[src/rtl/cap_pkg.sv]
package cap_pkg;
  typedef enum logic [1:0] {
    EDGE_OFF  = 2'b00,
    EDGE_RISE = 2'b01,
    EDGE_FALL = 2'b10,
    EDGE_OFF2 = 2'b11
  } edge_mode_e;
endpackage

[src/rtl/cap_rst_sync.sv]
module cap_rst_sync (
  input  logic clk,
  input  logic rst_n,
  output logic rst_n_sync
);
  logic [1:0] stage_q;

  always_ff @(posedge clk or negedge rst_n) begin
    if (!rst_n) stage_q <= 2'b00;
    else        stage_q <= {stage_q[0], 1'b1};
  end

  assign rst_n_sync = stage_q[1];
endmodule

[src/rtl/cap_sync.sv]
module cap_sync #(
  parameter int STAGES = 2
) (
  input  logic clk,
  input  logic rst_n,
  input  logic pin,
  output logic lvl_now,
  output logic lvl_prev
);
  logic [STAGES-1:0] chain_q, chain_d;
  logic              prev_q, prev_d;

  always_comb begin
    chain_d = {chain_q[STAGES-2:0], pin};
    prev_d  = chain_q[STAGES-1];
  end

  always_ff @(posedge clk or negedge rst_n) begin
    if (!rst_n) begin
      chain_q <= '0;
      prev_q  <= 1'b0;
    end else begin
      chain_q <= chain_d;
      prev_q  <= prev_d;
    end
  end

  assign lvl_now  = chain_q[STAGES-1];
  assign lvl_prev = prev_q;
endmodule

[src/rtl/cap_edge_detect.sv]
module cap_edge_detect
  import cap_pkg::*;
(
  input  edge_mode_e mode,
  input  logic       lvl_now,
  input  logic       lvl_prev,
  output logic       hit
);
  always_comb begin
    unique case (mode)
      EDGE_RISE: hit = lvl_now & ~lvl_prev;
      EDGE_FALL: hit = ~lvl_now & lvl_prev;
      default:   hit = 1'b0;
    endcase
  end
endmodule

[src/rtl/cap_channel.sv]
module cap_channel
  import cap_pkg::*;
#(
  parameter int CNT_W      = 16,
  parameter int SYNC_DEPTH = 2
) (
  input  logic             clk,
  input  logic             rst_n,
  input  logic [CNT_W-1:0] timebase,
  input  logic             pin,
  input  edge_mode_e       mode,
  input  logic             irq_en,
  input  logic             flag_clr,
  output logic [CNT_W-1:0] cap_val,
  output logic             cap_flag,
  output logic             irq,
  output logic             dma_req
);
  logic             lvl_now, lvl_prev, hit;
  logic [CNT_W-1:0] cap_q, cap_d;
  logic             flag_q, flag_d;
  logic             dma_q, dma_d;

  cap_sync #(.STAGES(SYNC_DEPTH)) u_sync (
    .clk(clk), .rst_n(rst_n), .pin(pin),
    .lvl_now(lvl_now), .lvl_prev(lvl_prev)
  );

  cap_edge_detect u_det (
    .mode(mode), .lvl_now(lvl_now), .lvl_prev(lvl_prev), .hit(hit)
  );

  always_comb begin
    cap_d  = hit ? timebase : cap_q;
    flag_d = hit ? 1'b1 : (flag_clr ? 1'b0 : flag_q);
    dma_d  = hit;
  end

  always_ff @(posedge clk or negedge rst_n) begin
    if (!rst_n) begin
      cap_q  <= '0;
      flag_q <= 1'b0;
      dma_q  <= 1'b0;
    end else begin
      cap_q  <= cap_d;
      flag_q <= flag_d;
      dma_q  <= dma_d;
    end
  end

  assign cap_val  = cap_q;
  assign cap_flag = flag_q;
  assign irq      = flag_q & irq_en;
  assign dma_req  = dma_q;


  disabled_hold_chk: assert property (@(posedge clk) disable iff (!rst_n)
    !(mode == EDGE_RISE || mode == EDGE_FALL) |=> $stable(cap_q));


  capture_value_chk: assert property (@(posedge clk) disable iff (!rst_n)
    dma_q |-> cap_q == $past(timebase));


  dma_flag_chk: assert property (@(posedge clk) disable iff (!rst_n)
    dma_q |-> flag_q);


  flag_sticky_chk: assert property (@(posedge clk) disable iff (!rst_n)
    (flag_q && !flag_clr) |=> flag_q);


  flag_clear_chk: assert property (@(posedge clk) disable iff (!rst_n)
    (flag_clr && !hit) |=> !flag_q);
endmodule

[src/rtl/edge_capture_unit.sv]
module edge_capture_unit
  import cap_pkg::*;
#(
  parameter int NUM_CH     = 2,
  parameter int CNT_W      = 16,
  parameter int SYNC_DEPTH = 2
) (
  input  logic                    clk,
  input  logic                    rst_n,
  input  logic [CNT_W-1:0]        timebase,
  input  logic [NUM_CH-1:0]       cap_in,
  input  logic [2*NUM_CH-1:0]     edge_sel,
  input  logic [NUM_CH-1:0]       irq_en,
  input  logic [NUM_CH-1:0]       flag_clr,
  output logic [NUM_CH*CNT_W-1:0] cap_val,
  output logic [NUM_CH-1:0]       cap_flag,
  output logic [NUM_CH-1:0]       irq,
  output logic [NUM_CH-1:0]       dma_req
);
  logic rst_n_int;

  cap_rst_sync u_rst (.clk(clk), .rst_n(rst_n), .rst_n_sync(rst_n_int));

  for (genvar i = 0; i < NUM_CH; i++) begin : g_ch
    edge_mode_e mode;
    assign mode = edge_mode_e'(edge_sel[2*i +: 2]);

    cap_channel #(.CNT_W(CNT_W), .SYNC_DEPTH(SYNC_DEPTH)) u_ch (
      .clk(clk), .rst_n(rst_n_int), .timebase(timebase),
      .pin(cap_in[i]), .mode(mode), .irq_en(irq_en[i]),
      .flag_clr(flag_clr[i]),
      .cap_val(cap_val[CNT_W*i +: CNT_W]), .cap_flag(cap_flag[i]),
      .irq(irq[i]), .dma_req(dma_req[i])
    );
  end


  reset_quiet_chk: assert property (@(posedge clk)
    !rst_n_int |-> (cap_flag == '0 && dma_req == '0));
endmodule

[config.mk]
export PLATFORM = sky130hd
export DESIGN_NAME = edge_capture_unit
export DESIGN_NICKNAME = d
export VERILOG_FILES = /design/src/rtl/cap_pkg.sv /design/src/rtl/cap_rst_sync.sv /design/src/rtl/cap_sync.sv /design/src/rtl/cap_edge_detect.sv /design/src/rtl/cap_channel.sv /design/src/rtl/edge_capture_unit.sv
export SDC_FILE = /design/constraint.sdc
export NUM_CORES = 1
export LEC_CHECK = 0
export BUFFER_PORTS_ARGS = -buffer_cell sky130_fd_sc_hd__buf_4
export CAP_MARGIN = 20
export CORE_MARGIN = 2
export CORE_UTILIZATION = 33
export CTS_CLUSTER_SIZE = 14
export DETAILED_ROUTE_END_ITERATION = 12
export GPL_TIMING_DRIVEN = 0
export PLACE_DENSITY = 0.65
export SYNTH_ARGS = -nofsm -noshare
export SYNTH_HDL_FRONTEND = slang
export SYNTH_SLANG_ARGS = --single-unit
[constraint.sdc]
create_clock -name clk -period 3.2 [get_ports clk]
set_clock_uncertainty 0.2 [all_clocks]
set_input_delay 0.16 -clock clk [delete_from_list [all_inputs] [get_ports clk]]
set_output_delay 0.16 -clock clk [all_outputs]
set_load 0.03 [all_outputs]
* Yosys cells after proc, flatten, opt, wreduce, memory -nomap -nowiden *
Cells that the tools add are included.

word-level totals
  register bits = 44
  bits of input ports = 28
  output and inout bits = 38
  word-level logic and storage cells = 33

cells by class
  equality and inequality tests = 4
  mux-type cells = 6
  bitwise gates (word level) = 10
  reduce and logical (&&, ||, !) cells = 2

operator list
  kind                                                  count
  bitwise AND 1 bit                                     6
  equality test 2 x 1 -> 1 bit (second input constant)  2
  equality test 2 bit (second input constant)           2
  two-way mux 1 bit                                     4
  inverter 1 bit                                        4
  case mux 1 bit (2 select lines)                       2
  nonzero test 2 bit                                    2

* Logic depth before layout (Yosys ltp) *
Gate-level depths: netlist (run 1).

  depth in word-level cells = 4
  mapped depth = 7
  gate-level depth less buffers = 5

* By module *
Synthesis (run 1) repeated with hierarchy kept, for this count alone.

unflattened totals
  cells, all modules = 101
  area total of the unflattened synthesis = 1737.9 um^2

by module, submodules not included
  module           times used  cells each  area each (um^2)  seq. area each (um^2)
  cap_channel      2           39          714.4             450.4
  cap_sync         2           3           75.1              75.1
  cap_edge_detect  2           7           52.6              0.0
  cap_rst_sync     1           3           53.8              50.0

* Least setup slack after synthesis (run 1) *
No wires, ideal clock.

  path kind = input port to flip-flop
  from = input port edge_sel[0]
  to = register g_ch[0].u_ch.cap_q[10]
  library setup time = 0.125 ns
  data arrival time = 1.435 ns
  required time = 2.875 ns
  slack = 1.440 ns
  stages on the path = 6
  path buffers = 1
  cell sequence = inv_1 ha_1 and4bb_4 a31oi_4 buf_12 mux2_4

on the way
  word-level cells in the longest chain between the ends = 2
  elaborated cells between the ends (all ways) = 3
  those cells by class = eq/ne (2); mux (1)

ends and longest elaborated chain
  item                                                                 RTL line                 RTL
  start: declaration                                                   edge_capture_unit.sv:12  input logic [2*NUM_CH-1:0] edge_sel,
  equality test 2 bit or equality test 2 x 1 -> 1 bit (tied branches)  cap_edge_detect.sv:10    unique case (mode)
  case mux 1 bit (2 select lines) (*)                                  cap_edge_detect.sv:10
  end signal: assignment                                               cap_channel.sv:45        cap_q <= cap_d;
  end: declaration                                                     cap_channel.sv:20        logic [CNT_W-1:0] cap_q, cap_d;

Mark *: on every way between the ends. The rest lies on a longest branch, timed or not.
A chain may end at the register's enable or synchronous reset.

* Worst setup path after layout (run 1) *
  from = register g_ch[0].u_ch.u_sync.prev_q
  to = register g_ch[0].u_ch.cap_q[15]

on the way
  word-level cells in the longest chain between the ends = 3
  elaborated cells between the ends (all ways) = 4
  those cells by class = mux (1); bitwise (3)

ends and longest elaborated chain
  item                                 RTL line               RTL
  start: declaration                   cap_sync.sv:11         logic prev_q, prev_d;
  start signal: assignment             cap_sync.sv:24         prev_q <= prev_d;
  inverter 1 bit                       cap_edge_detect.sv:11  EDGE_RISE: hit = lvl_now & ~lvl_prev;
  bitwise AND 1 bit                    cap_edge_detect.sv:11
  case mux 1 bit (2 select lines) (*)  cap_edge_detect.sv:10

Marked as above.

==> results of run 1 <==
logic make-up (layout without fill, tap and decap cells):
group	count (synthesis)	in the layout	share of synthesized area
adder cells (fa/ha/maj)	4	4	0.0287
flip-flops	44	44	0.631
multiplexers	32	32	0.224
buffers and inverters	17	112	0.0652
AO/OA/AOI/OAI	4	4	0.0222
other	1	1	0.00215
AND/OR/NAND/NOR	6	6	0.0272
registers in the layout, indices dropped and copies added, names as in the netlist:
signal	count
g_ch.u_ch.cap_val	32
g_ch.u_ch.cap_flag	2
g_ch.u_ch.u_sync.lvl_prev	2
g_ch.u_ch.u_sync.chain_q	4
u_rst.stage_q	2
g_ch.u_ch.dma_req	2
worst max-delay path, delay by kind of cell, from the launching register on:
| kind | cells | cell delay, ps |
|---|---|---|
| DFF | 1 | 400 |
| AOI/OAI and AO/OA | 1 | 370 |
| buffers and inverters | 1 | 210 |
| muxes | 1 | 310 |
| and+or+nand+nor | 1 | 220 |
cell usage in the layout (no fill, tap or decap), drive strengths merged:
cell type    count
buf             74
and4bb           1
dfrtp           44
a21o             1
conb             1
o21ai            2
ha               4
inv              8
and2             2
clkinv           1
nand3b           2
dlygate4sd3     22
clkbuf           6
a31oi            1
nor2             1
mux2            32
bufinv           1
metal layers:
layer,track usage,vias to the layer above
li1,-,541
met1,0.154,575
met2,0.239,43
met3,0.0306,12
met4,0.0873,0
met5,0,-
synthesized netlist by cell type, drive strengths merged (2+ instances only):
cell type and number:
and2 2, buf 9, dfrtp 44, ha 4
inv 8, mux2 32, nand3b 2, o21ai 2
where the power goes:
part	total [mW]	internal (mW)	switching, mW	leakage (nW)
clock	0.442	0.255	0.187	0.0614
combinational	0.688	0.317	0.371	0.748
sequential	0.769	0.686	0.0821	0.530
total	1.90	1.26	0.640	1.34
worst min path at each step:
stage | to | slack [ps] | startpoint
after floorplan | u_rst.stage_q[0] | -340 | rst_n
after global placement | u_rst.stage_q[1] | -260 | rst_n
after detailed placement | u_rst.stage_q[0] | -260 | rst_n
after CTS | g_ch[0].u_ch.u_sync.chain_q[1] | 160 | g_ch[0].u_ch.u_sync.chain_q[0]
after global routing | g_ch[0].u_ch.u_sync.chain_q[1] | 160 | g_ch[0].u_ch.u_sync.chain_q[0]
final | g_ch[0].u_ch.u_sync.chain_q[1] | 150 | g_ch[0].u_ch.u_sync.chain_q[0]
metrics by stage:
step,hold WS (ps),util,total power [mW]
floorplan,-336,-,1.17
global placement,-258,0.454,1.43
detailed placement,-256,0.455,1.45
CTS,156,0.522,1.93
global route,162,0.522,2.00
finish,154,0.522,1.90
final cells by class:
cell class,instances,area [um^2]
buffer,9,83.8
clock buffer,6,82.6
clock inverter,2,38.8
fill,450,2440
inverter,8,30.0
multi-input combinational,47,531
sequential,44,1100
tap,70,87.6
timing repair buffer,87,708
what timing repair did:
| item | in CTS | in global routing |
|---|---|---|
| hold buffers | 22 | 0 |
| hold endpoints to repair | 38 | 0 |
| buffers inserted | 0 | 0 |
==> impl_results.md, run 1 <==
- Status: complete, no violations
- Worst Setup SP: g_ch[0].u_ch.u_sync.lvl_prev
- Starting Density: 0.342
- First-pass GRT wire length: 6210 um
- Cells after Synth: 108
- Finished Layout Cells: 273
- Fin crit share: 0.567
- Unrepaired setup endpoints after global routing: no
- Largest net degree at the start of global routing: 43
- Pre-CTS WS: 1190 ps
- Synth cell types: 17
- Async S/R FF share, synth: 1.00
- Die height: 76.7 um
- Nets@finish: 234
- Post-synth top flop: dfrtp_1
- Clock tree sinks: 44
- CP max stage cell: dfrtp_1
- Clock transition at path regs: 80 ps
- Final Setup Violations: 0
- Crit path DAT: 1800 ps
- CTS Buf Count: 5
- Maximum fanout along the worst path: 10
- Largest stage delay, worst path: 400 ps
- Total routed wirelength: 3650 um
- Mapped Avg Cell Area: 16.2 um^2
- F_max: 551 MHz
- Worst Hold Class: reg -> reg
- Met1 Wirelength: 1410 um
- CTS Buffer Depth: 2
- Crit path launch type: register
- Average wire per standard cell: 13.4 um
- Critical Path Sink Type: register
- Power per standard cell area: 713 mW/mm^2
- P&R area growth vs syn: 52.6%
- Critical path required time: 3180 ps
- DRC Markers: 0
- Cell taking the most area after synthesis: dfrtp_1
- FF-to-FF path depth: 4
- Setup TNS: 0 ps
- Proportion of netlist area held by the largest area contributor: 0.631
- EDFF count, synth: 0
- Slew headroom: 0.415
- Routed wl met3: 179 um
- Routed vias/inst: 4.29
- Detail Route Antenna Nets: 0
- Placed cell count: 243
- Final Hold Viols: 0
- Clock root cell: clkbuf_8
- Crit path cell chain: and4bb_4, a31oi_4, buf_12, mux2_4
- Crit Reg-Reg Endpoint: g_ch[0].u_ch.cap_val[15]
- Rows: 26
- Post-route minimum period: 1810 ps
- Iter 0 DRT Violations: 17
- All-Layer GR Usage: 0.138
- Initial antenna violation count: 0
- Area contributors post-synth: dfrtp_1 63%, mux2_2 15%, mux2_4 6.9%, buf_4 3.0%, ha_1 2.9%
- R2R Setup Slk: 1390 ps
- DIE WIDTH: 76.7 um
- #FFs+latches synth: 44
- Final setup margin: 1390 ps
- Design area: 0.00266 mm^2
- HPWL after DPL: 2500 um
- WL met2: 1940 um
- Max-slew violations: 0
- Share of layout cells above drive strength 1: 0.571
- Max Cap Viol: 0
- H-tree levels: 2
- Vias in the first global route: 1268
- Worst-Margin Slew: 878 ps
- Vias: 1171
- Post_cts resized: 0
- Hold Path Stages: 0
- RePlAce Congestion: 0.695
- Net Count, Synth: 140
- P_leak: 1.34 nW
- Dpl cell area: 0.00232 mm^2
- Grt total ovfl: 0
- DR top layer: met4
- Critical Path End: g_ch[0].u_ch.cap_val[15]
- Ant diodes: 0
- Setup Crit Path Kind: reg -> reg
- R2r startpoint: g_ch[0].u_ch.u_sync.lvl_prev
- Worst skew pair latency: 290 ps
- Max VDD drop: 0.334 mV
- Post-Syn Area: 0.00175 mm^2
- CORE AREA: 0.00511 mm^2
- Pre-Repair DR Iteration Count: 3
- Sequential share of the synthesized area: 0.631
- Ys Warns: 0
- Port buffer count: 65
- Die footprint: 0.00589 mm^2
- TritonCTS clock tree: done
- Num ports: 66
(Power assumes the default switching activity.)
==> inputs of run 2 (changes only) <==
--- a/config.mk
+++ b/config.mk
@@ -5,6 +5,7 @@
 export SDC_FILE = /design/constraint.sdc
 export NUM_CORES = 1
 export LEC_CHECK = 0
+export ABC_AREA = 1
 export BUFFER_PORTS_ARGS = -buffer_cell sky130_fd_sc_hd__buf_4
 export CAP_MARGIN = 20
 export CORE_MARGIN = 2
@@ -12,7 +13,7 @@
 export CTS_CLUSTER_SIZE = 14
 export DETAILED_ROUTE_END_ITERATION = 12
 export GPL_TIMING_DRIVEN = 0
-export PLACE_DENSITY = 0.65
+export PLACE_DENSITY = 0.67
 export SYNTH_ARGS = -nofsm -noshare
 export SYNTH_HDL_FRONTEND = slang
 export SYNTH_SLANG_ARGS = --single-unit
==> constraint.sdc (replaced) <==
create_clock -name clk -period 1.6 [get_ports clk]
set_clock_uncertainty 0.2 [all_clocks]
set_input_delay 0.08 -clock clk [delete_from_list [all_inputs] [get_ports clk]]
set_output_delay 0.08 -clock clk [all_outputs]
set_load 0.03 [all_outputs]
==> impl_results.md, run 2 <==
- Most used routing layer: met2
- Clock tree sinks: 44
- Rows: 27
- H-tree levels: 2
- Net Count, Synth: 221
- TritonCTS clock tree: done
- Final Setup Violations: 0
- Area contributors post-synth: dfrtp_1 59%, nand2_1 14%, nand4_1 11%, inv_1 2.8%, ha_1 2.7%
- Die footprint: 0.00624 mm^2
- Worst Setup SP: g_ch[1].u_ch.u_sync.lvl_prev
- Pre-Repair DR Iteration Count: 4
- Max-slew violations: 0
- Post-Route Utilization: 0.510
- Setup TNS: 0 ps
- Vias in the first global route: 1657
- Maximum fanout along the worst path: 10
- P&R area growth vs syn: 50.4%
- Num ports: 66
- Worst skew pair latency: 300 ps
- Clock transition at path regs: 80 ps
- Starting Density: 0.339
- Detail Route Antenna Nets: 0
- GR Util met1: 0.208
- Crit Reg-Reg Endpoint: g_ch[1].u_ch.cap_val[10]
- M3 GR Usage: 0.0398
- Die height: 79.0 um
- CORE AREA: 0.00547 mm^2
- Post-synth top flop: dfrtp_1
- Routed vias/inst: 4.62
- Average wire per standard cell: 13.1 um
- Cell taking the most area after synthesis: dfrtp_1
- Max VDD drop: 0.407 mV
- Initial antenna violation count: 0
- Commonest non-fill, non-tap cell in the layout: buf_4
- Proportion of netlist area held by the largest area contributor: 0.593
- Crit path DAT: 1450 ps
- R2r startpoint: g_ch[1].u_ch.u_sync.lvl_prev
- Fin crit share: 0.880
- Dpl cell area: 0.00246 mm^2
- Sequential share of the synthesized area: 0.593
- Worst Hold Class: reg -> async
- Clock root cell: clkbuf_8
- RePlAce Congestion: 0.775
- Ys Warns: 0
- Largest net degree at the start of global routing: 25
- CTS Buf Count: 5
- FF-to-FF path depth: 6
- R2R Setup Slk: 190 ps
- First-pass GRT wire length: 7850 um
- EDFF count, synth: 0
- Power per standard cell area: 1230 mW/mm^2
- Synth cell types: 14
- Post-Syn Area: 0.00186 mm^2
- Post-CTS Setup Inserts: 0
- Synth top cells by count: 70 x nand2_1, 44 x dfrtp_1, 32 x nand4_1
- Post-route minimum period: 1410 ps
- Iter 0 DRT Violations: 85
- Final Hold Viols: 0
- Ant diodes: 0
- Nets@finish: 316
- Critical Path Sink Type: register
- Unrepaired setup endpoints after global routing: no
- P_leak: 1.52 nW
- All-Layer GR Usage: 0.162
- Max Cap Viol: 0
- DIE WIDTH: 79.0 um
- Cells after Synth: 189
- Design area: 0.00279 mm^2
- HPWL after DPL: 3280 um
- DRC Markers: 0
- Grt total ovfl: 0
- #FFs+latches synth: 44
- Vias: 1648
- Critical path required time: 1640 ps
- Most frequent cells in the layout: 71 x buf_4, 70 x nand2_1, 43 x dfrtp_1, 32 x nand4_1, 22 x dlygate4sd3_1
- Largest register FFs: 32
- CTS Buffer Depth: 2
- F_max: 710 MHz
- Status: complete, no violations
- Async S/R FF share, synth: 1.00
- Port buffer count: 65
- Met2 Resource Use GR: 0.257
- Crit path launch type: register
- Total routed wirelength: 4690 um
- Setup Crit Path Kind: reg -> reg
- Mapped Avg Cell Area: 9.82 um^2
- Final hold slack: 21.5 ps
- Share of layout cells above drive strength 1: 0.337
- Total power: 3.43 mW
- Count leader, synth: nand2_1
run 2: worst max-delay path by stage:
| stage | end | slack, ps | cells past startpoint |
|---|---|---|---|
| after floorplan | g_ch[0].u_ch.cap_flag | 80 | 0 |
| after global placement | g_ch[1].u_ch.u_sync.chain_q[1] | -420 | 0 |
| after detailed placement | g_ch[0].u_ch.cap_val[9] | 190 | 7 |
| after CTS | g_ch[0].u_ch.cap_val[9] | 180 | 7 |
| after global routing | g_ch[0].u_ch.cap_val[15] | 60 | 7 |
| final | g_ch[1].u_ch.cap_val[10] | 190 | 6 |
run 2: cells by family (layout without fill, tap and decap cells):
| kind of cell | Yosys count | after routing | synth area share |
|---|---|---|---|
| simple gates | 108 | 108 | 0.287 |
| compound gates | 2 | 2 | 0.00539 |
| flops | 44 | 44 | 0.593 |
| other cells | 1 | 1 | 0.00202 |
| buf+inv | 30 | 126 | 0.0850 |
| fa+ha+maj | 4 | 4 | 0.0270 |
run 2: stage by stage:
step	worst slack, ps	instances
after global routing	59.8	357
after detailed placement	186	327
final	192	357
after global placement	-417	326
after CTS	184	357
after floorplan	84.8	189
run 2: timing repair:
item,CTS,global route
setup endpoints to repair,0,0
hold buffers,22,0
gates resized for setup,0,0
endpoints found under the hold margin,38,0
run 2: layer usage:
metal	part of all wire	up-vias	routed length (um)
li1	-	807	-
met5	0	-	0
met4	0.022	0	105
met3	0.063	9	294
met2	0.49	62	2280
met1	0.43	770	2010
run 2: area by class of cell:
type	count	area, um^2
clock buffers	6	72.6
repair buffers	88	736
plain buffers	14	97.6
fillers	541	2680
inverters	16	60.1
clock inverters	2	35.0
well taps	72	90.1
multi-input cells	115	597
flip-flops and latches	44	1100
run 2: worst max-delay path: stages, from the launching register on:
cell     delay, ps
dfrtp_1        380
inv_1           50
nand2_1         50
nand2_2        160
buf_2          280
nand4_1        120
nand2_1        100
run 2: power breakdown:
part	internal, mW	switching (mW)	total (mW)
Clock	0.463	0.371	0.834
Sequential	1.31	0.121	1.43
Combinational	0.449	0.714	1.16
==> inputs of run 3 (changes only) <==
--- a/config.mk
+++ b/config.mk
@@ -14,6 +14,7 @@
 export DETAILED_ROUTE_END_ITERATION = 12
 export GPL_TIMING_DRIVEN = 0
 export PLACE_DENSITY = 0.67
+export SETUP_SLACK_MARGIN = 0.3
 export SYNTH_ARGS = -nofsm -noshare
 export SYNTH_HDL_FRONTEND = slang
 export SYNTH_SLANG_ARGS = --single-unit
==> impl_results.md, run 3 (synthesis gave the netlist of run 2 again) <==
- Setup TNS: 0 ps
- Detail Route Antenna Nets: 0
- DRC Markers: 0
- Nets@finish: 332
- CP max stage cell: dfrtp_1
- Grt total ovfl: 0
- Register area: 0.00110 mm^2
- Starting Density: 0.339
- Dpl cell area: 0.00243 mm^2
- DR top layer: met4
- Rows: 27
- Final setup margin: 249 ps
- Die height: 79.0 um
- Finished Layout Cells: 373
- Placed cell count: 326
- Clock root cell: clkbuf_8
- Largest register FFs: 32
- DIE WIDTH: 79.0 um
- Max VDD drop: 0.666 mV
- Crit path max-delay family: simple AND/OR/NAND/NOR gates
- RePlAce Congestion: 0.746
- Share of layout cells above drive strength 1: 0.505
- Max Cap Viol: 0
- Unrepaired setup endpoints after global routing: yes
- Routed wl met3: 249 um
- Total routed wirelength: 5120 um
- Max-slew violations: 0
- Critical path required time: 1590 ps
- Commonest non-fill, non-tap cell in the layout: buf_4
- Fillers: 497
- Setup Crit Path Kind: reg -> reg
- Crit path launch type: register
- Vias in the first global route: 1702
- WL met2: 2630 um
- Total power: 3.48 mW
- Final hold slack: 56.4 ps
- Clock transition at path regs: 80 ps
- CORE AREA: 0.00547 mm^2
- Power per standard cell area: 1130 mW/mm^2
- Worst-Margin Slew: 537 ps
- HPWL after DPL: 3140 um
- P_leak: 1.63 nW
- Maximum fanout along the worst path: 7
- Most used cell, CP: nand2_1
- Initial antenna violation count: 0
- Pre-CTS WS: 196 ps
- Most frequent cells in the layout: 81 x buf_4, 43 x dfrtp_1, 35 x nand2_1, 32 x nand4_1, 30 x nand2_2
- Slew headroom: 0.642
- Post-Route Utilization: 0.564
- Largest net degree at the start of global routing: 43
- Crit path buffers/inverters: 2
- Routed vias/inst: 4.64
- Average wire per standard cell: 13.7 um
- CTS Buffer Depth: 2
- Num ports: 66
- All-Layer GR Usage: 0.166
- Post-route minimum period: 1350 ps
- H-tree levels: 2
- Multi-input logic area: 727 um^2
- Crit path DAT: 1340 ps
- Final Hold Viols: 0
- Final Setup Violations: 0
- First-pass GRT wire length: 8070 um
- Critical Path Sink Type: register
- CTS Buf Count: 5
- R2R Setup Slk: 250 ps
- Met1 Wirelength: 2160 um
- Largest stage delay, worst path: 390 ps
- Design area: 0.00309 mm^2
- Ant diodes: 0
- TritonCTS clock tree: done
- Crit path cell chain: inv_1, nand2_2, nand2_4, nand3_4, buf_6, nand2_1, nand2_1
- P&R area growth vs syn: 66.3%
- Die footprint: 0.00624 mm^2
- Vias: 1729
- Iter 0 DRT Violations: 63
- Fin crit share: 0.845
- Worst skew pair latency: 290 ps
- Status: complete, no violations
- F_max: 740 MHz
- Worst Hold Class: in -> reg
- Port buffer count: 65
- Pre-Repair DR Iteration Count: 5
- Clock tree sinks: 44
run 3: cell count changes in the layout (fill, tap and decap cells not counted), sizes merged:
cell	change
clkbuf	+1
bufinv	-1
buf	+15
clkinv	+1
run 3: area by class of cell:
| class | count | area share |
|---|---|---|
| plain buffers | 14 | 0.0385 |
| clock buffers | 6 | 0.0268 |
| clock inverters | 2 | 0.00324 |
| inverters | 16 | 0.0195 |
| multi-input cells | 115 | 0.236 |
| flip-flops and latches | 44 | 0.358 |
| well taps | 72 | 0.0292 |
| repair buffers | 104 | 0.289 |
run 3: where the power goes:
| group | leakage [nW] | internal (mW) | switching [mW] | total (mW) |
|---|---|---|---|---|
| combinational | 1.04 | 0.546 | 0.747 | 1.29 |
| clock | 0.0510 | 0.345 | 0.367 | 0.712 |
| sequential | 0.541 | 1.31 | 0.167 | 1.48 |
| total | 1.63 | 2.20 | 1.28 | 3.48 |
run 3: worst paths after layout:
kind	start	end	depth (start not counted)
max reg2reg	g_ch[1].u_ch.u_sync.lvl_prev	g_ch[1].u_ch.cap_val[9]	7
max in group asynchronous	rst_n	u_rst.stage_q[1]	3
min	edge_sel[1]	g_ch[0].u_ch.cap_val[2]	5
min in group asynchronous	u_rst.stage_q[1]	g_ch[1].u_ch.cap_val[9]	0
min reg2reg	u_rst.stage_q[1]	g_ch[1].u_ch.cap_val[9]	0
max	g_ch[1].u_ch.u_sync.lvl_prev	g_ch[1].u_ch.cap_val[9]	7
run 3: worst register-to-register path: stages (launching register included):
cell,delay [ps]
dfrtp_1,390
inv_1,70
nand2_2,60
nand2_4,100
nand3_4,150
buf_6,180
nand2_1,60
nand2_1,50
run 3: repair_timing:
item                                    4_1_cts  5_1_grt
hold buffers                                 22        0
buffers inserted                             13        2
endpoints found under the setup margin       26       78
resized for setup                            12       53
pin swaps                                     6        5
hold endpoints to repair                     38        0
cloned                                        1        1
run 3: per-layer routing:
layer | track usage | vias up
li1 | - | 832
met1 | 0.215 | 841
met2 | 0.269 | 50
met3 | 0.0432 | 6
met4 | 0.0569 | 0
met5 | 0 | -
